===== config.mk =====
export PLATFORM = sky130hd
export DESIGN_NAME = mwr_serial_port
export DESIGN_NICKNAME = d
export VERILOG_FILES = /design/src/rtl/mwr_pkg.sv /design/src/rtl/mwr_sync.sv /design/src/rtl/mwr_regfile.sv /design/src/rtl/mwr_status.sv /design/src/rtl/mwr_serial_port.sv
export SDC_FILE = /design/constraint.sdc
export NUM_CORES = 1
export LEC_CHECK = 0
export BUFFER_PORTS_ARGS = -buffer_cell sky130_fd_sc_hd__buf_2
export CAP_MARGIN = 40
export CORE_MARGIN = 8
export CORE_UTILIZATION = 57
export DETAILED_ROUTE_END_ITERATION = 7
export GPL_ROUTABILITY_DRIVEN = 0
export PLACE_DENSITY = 0.7
export SLEW_MARGIN = 20
export SYNTH_ARGS = -nofsm -noshare
export SYNTH_HDL_FRONTEND = slang
export SYNTH_SLANG_ARGS = --single-unit

===== constraint.sdc =====
create_clock -name clk -period 4.52 [get_ports clk]
set_input_delay 0.678 -clock clk [delete_from_list [all_inputs] [get_ports clk]]
set_output_delay 0.678 -clock clk [all_outputs]
set_load 0.01 [all_outputs]

===== src/rtl/mwr_pkg.sv =====
package mwr_pkg;
    localparam int BYTE_W      = 8;
    localparam int FRAME_BITS  = 2 * BYTE_W;
    localparam int CNT_W       = $clog2(FRAME_BITS + 1);
    localparam int SLOTS       = 8;
    localparam logic [2:0] UNUSED_SLOT = 3'b110;
    localparam logic [BYTE_W-1:0] STATUS_ADDR = 8'hFF;

    typedef struct packed {
        logic              sclk_prev;
        logic              active;
        logic [CNT_W-1:0]  cnt;
        logic [BYTE_W-2:0] in_sh;
        logic [BYTE_W-1:0] addr;
        logic [BYTE_W-1:0] data;
        logic [BYTE_W-1:0] out_sh;
        logic              sdo;
    } ser_state_t;

    localparam ser_state_t SER_RESET = '0;
endpackage


===== src/rtl/mwr_sync.sv =====
module mwr_sync #(
    parameter int WIDTH = 3,
    parameter int STAGES = 2,
    parameter logic [WIDTH-1:0] RST_VAL = '0
) (
    input  logic             clk,
    input  logic             rst_n,
    input  logic [WIDTH-1:0] d_i,
    output logic [WIDTH-1:0] q_o
);
    logic [WIDTH-1:0] stage_q [STAGES];

    for (genvar s = 0; s < STAGES; s++) begin : g_stage
        logic [WIDTH-1:0] stage_d;
        if (s == 0) begin : g_first
            always_comb stage_d = d_i;
        end else begin : g_next
            always_comb stage_d = stage_q[s-1];
        end
        always_ff @(posedge clk or negedge rst_n) begin
            if (!rst_n) stage_q[s] <= RST_VAL;
            else        stage_q[s] <= stage_d;
        end
    end

    assign q_o = stage_q[STAGES-1];
endmodule


===== src/rtl/mwr_regfile.sv =====
module mwr_regfile
    import mwr_pkg::*;
#(
    parameter int NUM_LINES = 4
) (
    input  logic              clk,
    input  logic              rst_n,
    input  logic [7:1]        raddr_i,
    output logic [BYTE_W-1:0] rdata_o,
    input  logic              we_i,
    input  logic [7:1]        waddr_i,
    input  logic [BYTE_W-1:0] wdata_i
);
    localparam int LIDX_W = $clog2(NUM_LINES);

    logic [NUM_LINES-1:0][SLOTS-1:0][BYTE_W-1:0] mem_d, mem_q;

    function automatic logic slot_hit(input logic [7:1] a);
        return (int'(a[7:4]) < NUM_LINES) && (a[3:1] != UNUSED_SLOT);
    endfunction

    always_comb begin
        mem_d = mem_q;
        for (int l = 0; l < NUM_LINES; l++) begin
            for (int s = 0; s < SLOTS; s++) begin
                if (we_i && slot_hit(waddr_i) && int'(waddr_i[7:4]) == l
                    && int'(waddr_i[3:1]) == s) begin
                    mem_d[l][s] = wdata_i;
                end
            end
        end
        rdata_o = '0;
        if (slot_hit(raddr_i)) rdata_o = mem_q[raddr_i[4 +: LIDX_W]][raddr_i[3:1]];
    end

    always_ff @(posedge clk or negedge rst_n) begin
        if (!rst_n) mem_q <= '0;
        else        mem_q <= mem_d;
    end
endmodule


===== src/rtl/mwr_status.sv =====
module mwr_status
    import mwr_pkg::*;
#(
    parameter int BPV_BIT = 0
) (
    input  logic              clk,
    input  logic              rst_n,
    input  logic [BYTE_W-1:0] stat_i,
    input  logic              clr_i,
    output logic [BYTE_W-1:0] stat_o,
    output logic              irq_o
);
    localparam logic [BYTE_W-1:0] WATCH_MASK = ~(BYTE_W'(1) << BPV_BIT);

    typedef struct packed {
        logic [BYTE_W-1:0] stat;
        logic              irq;
    } stat_state_t;

    stat_state_t st_d, st_q;

    always_comb begin
        st_d      = st_q;
        st_d.stat = stat_i;
        if (|((stat_i ^ st_q.stat) & WATCH_MASK)) st_d.irq = 1'b1;
        else if (clr_i)                          st_d.irq = 1'b0;
    end

    always_ff @(posedge clk or negedge rst_n) begin
        if (!rst_n) st_q <= '0;
        else        st_q <= st_d;
    end

    assign stat_o = st_q.stat;
    assign irq_o  = st_q.irq;
endmodule


===== src/rtl/mwr_serial_port.sv =====
module mwr_serial_port
    import mwr_pkg::*;
#(
    parameter int NUM_LINES   = 4,
    parameter int SYNC_STAGES = 2,
    parameter int BPV_BIT     = 0
) (
    input  logic              clk,
    input  logic              rst_n,
    input  logic              cs_n,
    input  logic              sclk,
    input  logic              sdi,
    output logic              sdo,
    output logic              sdo_en,
    input  logic [BYTE_W-1:0] stat_in,
    output logic              irq_n
);
    localparam logic [CNT_W-1:0] ADDR_LAST = CNT_W'(BYTE_W - 1);
    localparam logic [CNT_W-1:0] DATA_LAST = CNT_W'(FRAME_BITS - 1);
    localparam logic [CNT_W-1:0] FULL      = CNT_W'(FRAME_BITS);
    localparam logic [CNT_W-1:0] OUT_FIRST = CNT_W'(BYTE_W);

    logic [2:0] pins_s;
    logic cs_s, sclk_s, sdi_s;

    mwr_sync #(.WIDTH(3), .STAGES(SYNC_STAGES), .RST_VAL(3'b100)) u_sync (
        .clk   (clk),
        .rst_n (rst_n),
        .d_i   ({cs_n, sclk, sdi}),
        .q_o   (pins_s)
    );
    assign {cs_s, sclk_s, sdi_s} = pins_s;

    ser_state_t q, d;
    logic [BYTE_W-1:0] addr_now, rf_rdata, stat_val, rd_byte;
    logic rf_we, stat_clr, irq;

    assign addr_now = {q.in_sh, sdi_s};
    assign rd_byte  = (addr_now == STATUS_ADDR) ? stat_val : rf_rdata;

    mwr_regfile #(.NUM_LINES(NUM_LINES)) u_rf (
        .clk     (clk),
        .rst_n   (rst_n),
        .raddr_i (addr_now[7:1]),
        .rdata_o (rf_rdata),
        .we_i    (rf_we),
        .waddr_i (q.addr[7:1]),
        .wdata_i (q.data)
    );

    mwr_status #(.BPV_BIT(BPV_BIT)) u_stat (
        .clk    (clk),
        .rst_n  (rst_n),
        .stat_i (stat_in),
        .clr_i  (stat_clr),
        .stat_o (stat_val),
        .irq_o  (irq)
    );

    always_comb begin
        logic rise, fall;
        d        = q;
        rf_we    = 1'b0;
        stat_clr = 1'b0;
        rise     = sclk_s & ~q.sclk_prev;
        fall     = ~sclk_s & q.sclk_prev;
        d.sclk_prev = sclk_s;
        if (cs_s) begin
            if (q.active && q.cnt == FULL && !q.addr[0]) rf_we = 1'b1;
            d.active = 1'b0;
            d.cnt    = '0;
            d.sdo    = 1'b0;
        end else begin
            d.active = 1'b1;
            if (rise && q.cnt != FULL) begin
                d.in_sh = {q.in_sh[BYTE_W-3:0], sdi_s};
                d.cnt   = q.cnt + 1'b1;
                if (q.cnt == ADDR_LAST) begin
                    d.addr   = addr_now;
                    d.out_sh = rd_byte;
                    stat_clr = (addr_now == STATUS_ADDR);
                end
                if (q.cnt == DATA_LAST) d.data = addr_now;
            end
            if (fall) begin
                if (q.cnt >= OUT_FIRST && q.cnt <= DATA_LAST) begin
                    d.sdo    = q.out_sh[BYTE_W-1];
                    d.out_sh = {q.out_sh[BYTE_W-2:0], 1'b0};
                end else begin
                    d.sdo = 1'b0;
                end
            end
        end
    end

    always_ff @(posedge clk or negedge rst_n) begin
        if (!rst_n) q <= SER_RESET;
        else        q <= d;
    end

    assign sdo    = q.sdo;
    assign sdo_en = q.active;
    assign irq_n  = ~irq;
endmodule


==> reports/results.ini, run 1 <==
[finish]
drive_gt1_frac = 0.415
antenna_cells = 0
area_growth_pct = 10.1
nets = 966
layout.cells.non_filler = 1298

[cts]
cts_setup_buffers = 0
cts_resized = 0
cts_buffer_depth = 3
hold_buffers = 0
numCtsBuffers = 35
cts_tree = done
clk_pin_slew_ps = 60
cts-root-buf = clkbuf_16
cts_sinks = 306
clkLatencyLatePin_ps = 500
htreeDepth = 2

[floorplan]
core_area_um2 = 24200
initial_utilization = 0.580
die_area_um2 = 30000
fp-row-count = 57
io_pins = 16
die_h_um = 173
die_w_um = 173

[sta]
report.final.slew_viol_count = 0
rsz0062_at_grt = false
fin_crit_sh = 0.608
fin_skew_ps = 10.4
max_freq_mhz = 364
layout_setup_ws_ps = 1770
min_period_ps = 2750
slew_headroom = 0.427
setup_violations = 0
worst_pin_slew_ps = 860
hold_ws_ps = 241
hold_viol_final = 0
tns_ps = 0

[worst_setup_path]
cp-start-kind = flop
crit_fanout = 8
crit_path_end_kind = flop
crit_arrival_ps = 3130
r2r-start = q[32]
critPathLaunch = q[32]
required_ps = 4900
path_class = reg -> reg

[synth]
seq_area_frac_synth = 0.544
synth_most_common_cell = dfrtp_1
synth_edf_count = 0
synth_fp_nets = 995
synth_commonest_cells = dfrtp_1 (304), mux2_2 (194), clkbuf_1 (68), mux2i_1 (67), mux2_4 (56)
syn_area_um2 = 14100
avgSynthCellArea_um2 = 14.4
synth_top_area_share = 0.541
synth-seq-cells = 306
synth.area.top_cells = dfrtp_1 (54%), mux2_2 (16%), mux4_2 (6.1%)
synthFlopType = dfrtp_1
async_flop_share = 1.00
synthDominantAreaCellType = dfrtp_1
synth.distinct_cells = 51
syn_inst = 980
yosysWarnings = 0

[grt]
grt_max_degree = 109
overflow = 0
grt_pass1_vias = 8345
grt_pass1_wl_mm = 48.7
grt_util_all_layers = 0.205
grt_antenna_before_repair = 0

[min_path]
hp-class = in -> async

[drt]
drt_iter0_markers = 541
wl_per_cell_um = 23.3
dr_total_vias = 7843
via_per_inst = 6.04
drc = 0
postRouteAntennaNets = 0
wl_met1_mm = 14.0
dr_wl_met2_mm = 14.2
drtPass1Iterations = 5
top_layer = met4
finalWirelength_mm = 30.2
wl_met3_mm = 1.20

[placement]
preCtsSetupSlack_ps = 1810
io_buffer_count = 15
place_inst = 1238
place_hpwl_mm = 19.2

[power]
total_power_w = 0.00669
power_per_cell_area_nw_per_um2 = 432
ir_drop_mv = 0.309
p_leak_nw = 7.48

[job]
cap_violations = 0

[outcome]
status = completed

-- cells by family after synthesis --
| logic type | Yosys count | synth area share |
|---|---|---|
| AO/OA/AOI/OAI | 66 | 0.0317 |
| XOR/XNOR | 11 | 0.00685 |
| adder cells (fa/ha/maj) | 2 | 0.00178 |
| buffers and inverters | 106 | 0.0319 |
| flip-flops | 306 | 0.544 |
| multiplexers | 355 | 0.323 |
| AND/OR/NAND/NOR | 134 | 0.0599 |
-- stage by stage --
stage / instance area, um^2 / utilization
CTS: 15500 / 0.639
floorplan: 14100 / -
global placement: 14300 / 0.588
detailed placement: 14300 / 0.592
finish: 15500 / 0.639
global route: 15500 / 0.639
-- layer usage --
metal  vias to the layer above  global-route usage
met5                         -                   0
met1                      4189               0.289
met3                        54              0.0351
li1                       3455                   -
met2                       145               0.320
met4                         0              0.0632
-- final cells by class --
class | instances | area (um^2)
inverters | 7 | 26.3
flip-flops and latches | 306 | 7670
clock buffers | 51 | 1040
multi-input cells | 568 | 5960
repair buffers | 33 | 288
fillers | 1828 | 8760
clock inverters | 9 | 98.8
well taps | 324 | 405
-- flip-flops by register name, summed over array words and instances (netlist names) --
name / count
q: 30
u_sync.g_stage.stage_d: 3
u_rf.mem_q: 252
sdo: 1
u_stat.irq_o: 1
addr_now: 7
u_stat.stat_o: 8
u_sync.q_o: 3
sdo_en: 1
-- cell usage in the layout, fill, tap and decap left out, types with 6 or more instances in the layout --
cell       count
inv_1          7
nor2_1        32
mux4_2        38
clkbuf_16     37
nand3_1       17
clkbuf_1       8
a22oi_1        8
o21ai_0        9
nor2_2        14
a21oi_1       17
nand2b_1       7
dfrtp_1      300
clkinv_2       6
mux2_2       194
nand2_1       14
buf_2         14
nand4_1        6
mux2i_1       67
buf_4         12
nor2_8         7
mux2_4        56
nand3b_1       9
a22o_1        12
xor2_1        10
clkbuf_8       6
-- worst max-delay path, cell delays in order (launching register included) --
cell and delay, ps:
dfrtp_1 410, inv_1 80, ha_1 150, and4bb_1 210, and4_1 330, nand3b_1 420, nor2_2 620, mux2_2 400
-- power breakdown --
| part | leakage [nW] | internal, W | switching (W) |
|---|---|---|---|
| logic | 2.70 | 0.000403 | 0.000552 |
| registers | 4.22 | 0.00278 | 0.000179 |
| clock network | 0.565 | 0.00170 | 0.00108 |
| total | 7.48 | 0.00488 | 0.00181 |
-- path summary, 6_finish.rpt --
| kind | slack, ps | depth (start not counted) | end |
|---|---|---|---|
| max | 1770 | 7 | u_rf.mem_q[121] |
| min | 240 | 1 | u_rf.mem_q[114] |
| max reg2reg | 1770 | 7 | u_rf.mem_q[121] |
| min reg2reg | 350 | 0 | u_sync.q_o[0] |
| max in group asynchronous | 3170 | 2 | u_rf.mem_q[104] |
| min in group clk | 290 | 1 | u_sync.g_stage[1].stage_d[2] |
No activity file was read; power rests on OpenSTA's default activity.
==> inputs of run 2 (changes only) <==
- PLACE_DENSITY: 0.7 -> 0.73
- clock period: 4.52 -> 2.5 ns (I/O delays scaled with it)
==> reports/results.ini, run 2 (same netlist as run 1, synthesis figures left out) <==
[outcome]
status = completed

[power]
clockPowerShare = 0.409  ; -0.007
power_per_cell_area_nw_per_um2 = 763  ; +77%
combPwrFrac = 0.157  ; +0.014
p_leak_nw = 7.81  ; +4.4%
power.switching_w = 0.00329  ; +82%
p_seq_frac = 0.434  ; -0.008
p_sw_frac = 0.268  ; -0.00166
p_int_w = 0.00896  ; +83%
ir_drop_mv = 0.621  ; +100%

[finish]
area_growth_pct = 14.1
largest_reg_flops = 252  ; unchanged
drive_gt1_frac = 0.446  ; +0.0308
antenna_cells = 0  ; unchanged
nets = 1030  ; +6.6%
top_register = u_rf.mem_q
fin_area_um2 = 16100  ; +3.7%
final_cell_mix = dfrtp_1 (301), mux2_2 (194), mux2i_1 (67)
layout.cells.non_filler = 1363  ; +5.0%
layout_commonest_cell = dfrtp_1

[floorplan]
core_area_um2 = 24200  ; unchanged
die_area_um2 = 30000  ; unchanged
die_w_um = 173  ; unchanged
io_pins = 16  ; unchanged
initial_utilization = 0.580  ; unchanged
die_h_um = 173  ; unchanged
fp-row-count = 57  ; unchanged

[sta]
max_freq_mhz = 413  ; +13%
tns_ps = 0  ; unchanged
fin_skew_ps = 22.2  ; +11.8 ps
worst_pin_slew_ps = 627  ; -233 ps
report.final.slew_viol_count = 0  ; unchanged
slew_headroom = 0.582  ; +0.155
setup_violations = 0  ; unchanged
min_period_ps = 2420  ; -326 ps
fin_crit_sh = 0.970  ; +0.361
rsz0062_at_grt = false
hold_viol_final = 0  ; unchanged

[grt]
grt_antenna_before_repair = 0  ; unchanged
grt_max_degree = 75  ; -31%
grt_pass1_wl_mm = 51.0  ; +4.7%
grt_util_all_layers = 0.214  ; +0.00930
overflow = 0  ; unchanged
grt_pass1_vias = 8751  ; +4.9%

[min_path]
hp-class = in -> reg
whs_path_depth = 1

[drt]
via_per_inst = 5.95  ; -1.6%
dr_total_vias = 8107  ; +3.4%
drtPass1Iterations = 4  ; -1
postRouteAntennaNets = 0  ; unchanged
finalWirelength_mm = 31.6  ; +4.8%
drt_iter0_markers = 684  ; +26%
drc = 0  ; unchanged
wl_per_cell_um = 23.2  ; -0.21%

[placement]
place_inst = 1294  ; +4.5%
place_area_um2 = 14800  ; +3.3%
io_buffer_count = 15  ; unchanged
place_hpwl_mm = 21.2  ; +10%

[cts]
numCtsBuffers = 34  ; -2.9%
clkLatencyLatePin_ps = 510  ; about the same
cts_sinks = 306  ; unchanged
clk_pin_slew_ps = 60  ; about the same
htreeDepth = 2  ; unchanged
cts-root-buf = clkbuf_16
cts_buffer_depth = 3  ; unchanged
cts_tree = done

[worst_setup_path]
crit_fanout = 8  ; unchanged
path_class = reg -> reg
rrSetupSlack_ps = 80  ; -1690 ps
cp-start-kind = flop
worstRegToRegCells = 8  ; +1
crit_path_end_kind = flop
required_ps = 2880  ; -2020 ps
crit_arrival_ps = 2800  ; -330 ps

[job]
cap_violations = 0  ; unchanged

-- run 2: cell types whose count changed in the layout (fill, tap and decap cells not counted), moves of 3 or more --
cell | previous run | this run
clkinvlp_4 | 0 | 3
buf_4 | 12 | 64
dlygate4sd3_1 | 0 | 9
clkinv_2 | 6 | 2
clkbuf_8 | 6 | 9
buf_12 | 2 | 7
-- run 2: worst max-delay path: stages, from the launching register on --
cell and delay (ps):
dfrtp_1 400, inv_1 90, ha_1 150, and4bb_1 230
and4_4 280, or3b_4 400, buf_6 180, nor2_8 220
mux2_4 330
-- run 2: stage by stage --
step	total power, W	worst slack [ps]	hold slack (ps)	util
CTS	0.0123	18.2	0.798	0.662
floorplan	0.00652	331	79.4	-
detailed placement	0.00730	49.5	302	0.611
finish	0.0122	76.2	11.2	0.662
global placement	0.00726	167	305	0.609
global route	0.0127	21.9	2.99	0.662
-- run 2: area by class of cell --
cell class / count / area [um^2]
flip-flops and latches: 306 / 7670
well taps: 324 / 405
fillers: 1761 / 8190
repair buffers: 98 / 850
inverters: 7 / 26.3
multi-input cells: 568 / 5970
clock buffers: 50 / 1020
clock inverters: 10 / 119
-- run 2: path summary, 6_finish.rpt --
check | startpoint | to
max | q[33] | u_rf.mem_q[29]
min | stat_in[4] | u_stat.stat_o[4]
max reg2reg | q[33] | u_rf.mem_q[29]
min reg2reg | u_sync.g_stage[1].stage_d[1] | u_sync.q_o[1]
max in group asynchronous | rst_n | u_rf.mem_q[77]
min in group asynchronous | rst_n | u_rf.mem_q[246]
-- run 2: per-layer routing --
metal	wire, um	track usage	vias up
met4	877	0.0665	0
met1	14300	0.294	4258
met5	0	0	-
li1	-	-	3600
met3	1620	0.0462	66
met2	14800	0.338	183
-- run 2: timing repair --
action                     4_1_cts  5_1_grt
gates resized for setup          0        4
hold buffers                     9        0
setup endpoints to repair        0       63
hold endpoints to repair        48        0
setup buffers                    0        0
-- run 2: power by group through the flow --
stage	sequential, W	combinational (W)	clock, W
global route	0.00534	0.00204	0.00530
CTS	0.00532	0.00192	0.00511
global placement	0.00540	0.00186	0
floorplan	0.00514	0.00138	0
detailed placement	0.00541	0.00189	0
finish	0.00532	0.00193	0.00501
